<file path="src/rtl/fm_tone_synth.sv">
module fm_tone_synth #(
  parameter int DATA_W    = 8,
  parameter int PHASE_W   = 16,
  parameter int SINE_AW   = 6,
  parameter int AMP_W     = 12,
  parameter int SYM_TICKS = 120,
  parameter int F_LO      = 1650,
  parameter int F_HI      = 2450,
  parameter int F_TICK    = 14400
) (
  input  logic                    clk,
  input  logic                    rst,
  input  logic                    tick,
  input  logic                    in_valid,
  input  logic [DATA_W-1:0]       in_data,
  output logic                    in_ready,
  output logic signed [AMP_W-1:0] sample,
  output logic                    underrun
);
  localparam int CODES   = 2 ** DATA_W;
  localparam int HALF_N  = 2 ** SINE_AW;
  localparam int CNT_W   = $clog2(SYM_TICKS);
  localparam int MAG_W   = AMP_W - 1;
  localparam int AMP_MAX = 2 ** MAG_W - 1;

  function automatic logic [PHASE_W-1:0] step_of(input int c);
    longint num, den;
    num = longint'(F_LO) * (longint'(1) << PHASE_W) * longint'(CODES - 1)
        + longint'(c) * longint'(F_HI - F_LO) * (longint'(1) << PHASE_W);
    den = longint'(CODES - 1) * longint'(F_TICK);
    return PHASE_W'((num + den / 2) / den);
  endfunction

  function automatic logic [MAG_W-1:0] mag_of(input int k);
    longint p;
    p = longint'(k) * longint'(HALF_N - k);
    return MAG_W'((longint'(AMP_MAX) * 16 * p) /
                  (5 * longint'(HALF_N) * longint'(HALF_N) - 4 * p));
  endfunction

  logic [PHASE_W-1:0] step_tab [CODES];
  logic [MAG_W-1:0]   half_tab [HALF_N];

  for (genvar i = 0; i < CODES; i++) begin : g_step
    assign step_tab[i] = step_of(i);
  end
  for (genvar j = 0; j < HALF_N; j++) begin : g_half
    assign half_tab[j] = mag_of(j);
  end

  logic [PHASE_W-1:0] phase, cur_inc, nxt_phase;
  logic [DATA_W-1:0]  code_q;
  logic [CNT_W-1:0]   cnt;
  logic               last, flip;
  logic [MAG_W-1:0]   mag;

  assign last      = (cnt == CNT_W'(SYM_TICKS - 1));
  assign in_ready  = tick & last;
  assign nxt_phase = phase + cur_inc;
  assign flip      = nxt_phase[PHASE_W-1] ^ phase[PHASE_W-1];
  assign mag       = half_tab[phase[PHASE_W-2 -: SINE_AW]];

  always_comb begin
    if (phase[PHASE_W-1]) sample = -$signed({1'b0, mag});
    else                  sample =  $signed({1'b0, mag});
  end

  always_ff @(posedge clk) begin
    if (rst) begin
      phase    <= '0;
      cur_inc  <= step_of(0);
      code_q   <= '0;
      cnt      <= CNT_W'(SYM_TICKS - 1);
      underrun <= 1'b0;
    end else if (tick) begin
      phase <= nxt_phase;
      if (flip) cur_inc <= step_tab[code_q];
      if (last) begin
        cnt <= '0;
        if (in_valid) begin
          code_q   <= in_data;
          underrun <= 1'b0;
        end else begin
          underrun <= 1'b1;
        end
      end else begin
        cnt <= cnt + 1'b1;
      end
    end
  end
endmodule

</file>
<file path="config.mk">
export PLATFORM = sky130hd
export DESIGN_NAME = fm_tone_synth
export DESIGN_NICKNAME = d
export VERILOG_FILES = /design/src/rtl/fm_tone_synth.sv
export SDC_FILE = /design/constraint.sdc
export NUM_CORES = 1
export LEC_CHECK = 0
export BUFFER_PORTS_ARGS = -buffer_cell sky130_fd_sc_hd__buf_2
export CORE_MARGIN = 5
export CORE_UTILIZATION = 50
export DETAILED_ROUTE_END_ITERATION = 7
export GPL_TIMING_DRIVEN = 0
export PLACE_DENSITY = 0.71
export SETUP_SLACK_MARGIN = 0.5
export SYNTH_ARGS = -nofsm -noshare
export SYNTH_HDL_FRONTEND = slang
export SYNTH_SLANG_ARGS = --single-unit
export TNS_END_PERCENT = 100
</file>
<file path="constraint.sdc">
create_clock -name clk -period 7.9 [get_ports clk]
set_input_delay 0.395 -clock clk [delete_from_list [all_inputs] [get_ports clk]]
set_output_delay 0.395 -clock clk [all_outputs]
set_load 0.005 [all_outputs]
</file>
# Yosys cells after proc, flatten, opt, wreduce, memory -nomap -nowiden
# Memory sizes are Yosys's and may differ from the RTL's. A register that Yosys moved wholly into a read port is not among the register bits.
# Cells that the tools add are included.
# totals
in_bits	12
ramBits	0
ff_bits	32
latch_bits	0
n_memories	2
mem_bits_ro	4800
elab_cells	23
# mem_list
name	words	width	rd	rd_clocked_by_memory_dff	wr	line_no	text
(no name shown)	256	16	1	1	0	77	if (flip) cur_inc <= step_tab[code_q];
(no name shown)	64	11	1	0	0	61	assign mag = half_tab[phase[PHASE_W-2 -: SINE_AW]];
# classes
multipliers	0
div	0
bitwise_logic	4
n_addsub	3
shifts	0
eq_ne	1
muxes	5
n_reduce_logical	3
magnitude_cmp	1
# op_table
op	n
11-bit 2-to-1 mux	2
16-bit adder	1
12-bit 2-to-1 mux	1
11-bit negator with 12-bit output	1
8-bit inverter with 9-bit output	1
7-bit by 1-bit adder with 7-bit output, second input constant	1
7-bit == test, second input constant	1
7-bit greater-or-equal comparator, second input constant	1
7-bit 2-to-1 mux	1
6-bit inverter with 7-bit output	1
2-bit AND reduction	2
3-bit AND reduction	1
1-bit AND	1
1-bit 2-to-1 mux	1
1-bit XOR	1

# Depth between registers and ports, before layout
# depth
ltp_word	6
depth_mapped	13
depth_no_buf	10

# Least setup slack after synthesis
# Ideal clock, no wire load.
# synth_timing
path_kind	flip-flop to output port
from	register phase[9]
to	output sample[10]
arrival_ns	2.921
path_buffers	1
path_stages_with_launch	12
slack_ns	4.584
required_time_ns	7.505
path_cell_list	dfxtp_1 clkbuf_1 inv_1 ha_1 and2_1 or3_1 a221oi_1 a31o_2 ha_1 nand2_1 o41ai_2 xor2_1
# synth_via
elab_chain_cells	6
# synth_lines
item	line_no	text
start, declared	51	logic [PHASE_W-1:0] phase, cur_inc, nxt_phase;
start signal, assigned	76	phase <= nxt_phase;
6-bit inverter with 7-bit output (not written as such) (*)	61	
memory read 64 x 11 bit (*)	--	
11-bit 2-to-1 mux (not written as such) (*) (2 in a row)	61	
11-bit negator with 12-bit output	64	if (phase[PHASE_W-1]) sample = -$signed({1'b0, mag});
12-bit 2-to-1 mux (*)	64	
end, declared	17	output logic signed [AMP_W-1:0] sample,
# Mark *: on every way between the ends. The rest lies on a longest branch, timed or not. The select of a mux whose other input is x is not followed.

# Final worst setup path
# Same ends and word-level chain as after synthesis.

==> results.toml <==
[outcome]
status = "completed"

[synth]
ys_ff_latch = 46
synth_top_cell_by_area = "dfxtp_1"
synth_top_area_share_pct = 13.8
synth.distinct_cells = 82
synth_flop_cell = "dfxtp_1"
synth_cells = 974
avgSynthCellArea_um2 = 6.85
yosysWarnings = 0
synth_edf_count = 0
async_reset_ff_share_pct = 0
ys_seq_area_share_pct = 13.8
synth_area_leaders = "dfxtp_1 14%, ha_1 8.8%, a21oi_1 6.7%"
postSynthNetCount = 1034
synthTopCellsByCount = "89 x a21oi_1, 86 x nand2_1, 83 x o21ai_0"
synth.most_common_cell = "a21oi_1"
netlist_area_um2 = 6670

[floorplanning]
die_w_um = 126
rows = 42
die_h_um = 126
start_util_pct = 50.8
core_um2 = 13100
die_area_um2 = 15800
ios = 26

[global_route]
grt_start_max_net_pins = 18
grt_usage_pct = 36.6
grt_pass1_vias = 7863
grt_pass1_wl_mm = 46.1
antenna_found_initial = 0
grt_overflow = 0

[cts]
cts_hold_buf = 0
htree_levels = 2
cts_root_buffer = "clkbuf_16"
cts_tree = "done"
clockBufferDepth = 2
cts_resized = 0
post_cts_buffers = 0
clkTransAtPathRegs_ns = 0.08
cts_made_buffers = 5
clock_latency_ns = 0.31
cts.sinks = 46

[route]
drc = 0
routed_via_density = 7.07
routed_wl_mm = 30.1
vias = 8361
post_drt_wl_per_cell_um = 25.5
final_antenna_net_count = 0
drt_iter0_drc = 1571
dr.pass1.iters = 6

[placed_design]
finalWeightedCongestion = 1.04
dp_hpwl_mm = 21.9
numPortBuffers = 23
placed_cells = 1174
placed_area_um2 = 7010
pre_cts_ws_ns = 3.76

[critical_path]
max_stage_delay_ns = 0.56
endpoint_kind = "primary output"
rr_worst_depth = 12
ff2ff_setup_slack_ns = 3.57
cp.required_ns = 7.51
crit_chain = "clkbuf_1 -> inv_1 -> ha_1 -> and2_1 -> or3_1 -> a221oi_1 -> a31o_2 -> ha_1 -> nand2_1 -> o41ai_2 -> xor2_1 -> buf_2"
crit_arrival_ns = 4.10
critPathKind = "reg2out"
rr_endpoint = "cur_inc[1]$_SDFFE_PP0P_"
crit_fanout = 9
r2r_start = "code_q[1]$_SDFFE_PP0P_"
critPathSlowestCell = "dfxtp_1"
crit_top_cell = "ha_1"
critPathLaunchType = "register"

[sta]
maxSlewViolCount = 0
slew_headroom_pct = 43.0
min_period_ns = 4.50
grt_setup_unrepaired = "no"
setup_violations = 0
period_share_pct = 56.9
whs_ns = 0.330
finalHoldViolations = 0
setup_ws_ns = 3.40
fin_setup_tns_ns = 0
max_freq_ghz = 0.222
finalClockSkew_ns = 0.0117
tightest_slew_ns = 0.855

[final_layout]
n_fill_cell = 1360
fin_area_um2 = 7160
syn2layout_area_growth_pct = 7.41
antenna_cells = 0
fin_util_pct = 54.5
final_layout_size_suffix_gt1_share_pct = 9.64
fin_cells = 1182
nets = 1065

[min_path]
hold_start = "in_data[6]"
min_to = "code_q[6]$_SDFFE_PP0P_"
hold_depth = 3
hold_class = "in2reg"

[power_and_ir_drop]
ir_drop_mv = 0.0792
p_leak_nw = 2.65
power_mw = 1.07
cellPowerDensity_nw_per_um2 = 149

[run]
maxCapViolCount = 0
[layout make-up]
class / count / area, um^2 / area share (%)
multi-input cells: 803 / 5200 / 72.7
flip-flops and latches: 46 / 921 / 12.9
plain buffers: 97 / 439 / 6.13
well taps: 176 / 220 / 3.07
clock buffers: 5 / 125 / 1.75
repair buffers: 24 / 120 / 1.68
inverters: 28 / 105 / 1.47
clock inverters: 3 / 28.8 / 0.402
[power breakdown]
group          switching (mW)  internal [mW]
registers              0.0218          0.248
clock network           0.108          0.122
logic                   0.361          0.209
total                   0.491          0.578
[how the worst max path moves through the flow]
| stage | end | startpoint |
|---|---|---|
| 2_1_floorplan | sample[10] | phase[9]$_SDFFE_PP0P_ |
| 3_3_place_gp | cur_inc[1]$_SDFFE_PP0P_ | code_q[1]$_SDFFE_PP0P_ |
| 3_5_place_dp | cur_inc[1]$_SDFFE_PP0P_ | code_q[1]$_SDFFE_PP0P_ |
| 4_1_cts | sample[10] | phase[9]$_SDFFE_PP0P_ |
| 5_1_grt | sample[10] | phase[9]$_SDFFE_PP0P_ |
| 6_report | sample[10] | phase[9]$_SDFFE_PP0P_ |
[kinds of logic after synthesis]
kind of cell             after synthesis  synth area share [%]
AND/OR/NAND/NOR                      344                  25.7
flip-flops                            46                  13.8
multiplexers                          22                  4.13
AO/OA/AOI/OAI                        365                  36.0
buffers and inverters                125                  8.16
XOR/XNOR                              24                  3.15
adder cells (fa/ha/maj)               48                  9.12
[layout by cell type, fill, tap and decap left out, types with 6 or more instances in the layout]
master / count
a211oi_1: 25
ha_1: 47
buf_2: 54
nand2_1: 86
o22ai_1: 7
o31ai_1: 14
buf_1: 10
o311ai_0: 8
nor2b_1: 24
xnor2_1: 18
and3_1: 6
a211o_1: 9
nand2b_1: 34
mux2i_1: 14
dfxtp_1: 46
nor3_1: 23
nand3_1: 38
a31oi_1: 24
o221ai_1: 9
nor3b_1: 10
o21a_1: 6
nor2_1: 78
o211ai_1: 17
or2_2: 7
a311oi_1: 14
or3_1: 9
a21oi_1: 89
nand4_1: 8
a221oi_1: 7
xor2_1: 6
o21ai_0: 83
inv_1: 25
clkbuf_1: 51
[per-layer routing]
metal | vias up | share of wire (%) | track usage, %
met4 | 0 | 5.9 | 19.1
met5 | - | 0 | 0
met2 | 705 | 45 | 58.2
met1 | 3818 | 38 | 46.2
li1 | 3686 | - | -
met3 | 152 | 11 | 8.40
[worst max-delay path: cells and delay by family (launching register included)]
family	cells	cell delay, ns
buffers and inverters	3	0.85
and+or+nand+nor	3	0.69
AOI/OAI and AO/OA	3	0.88
adders and majority gates	2	0.62
xor gates and xnor gates	1	0.20
DFF	1	0.56
[state kept, by name (all words and copies together), names as in the netlist]
| register | cells |
|---|---|
| phase | 16 |
| cnt | 7 |
| code_q | 8 |
| cur_inc | 14 |
| underrun | 1 |
Note: power is estimated with default switching activity, not from simulation.
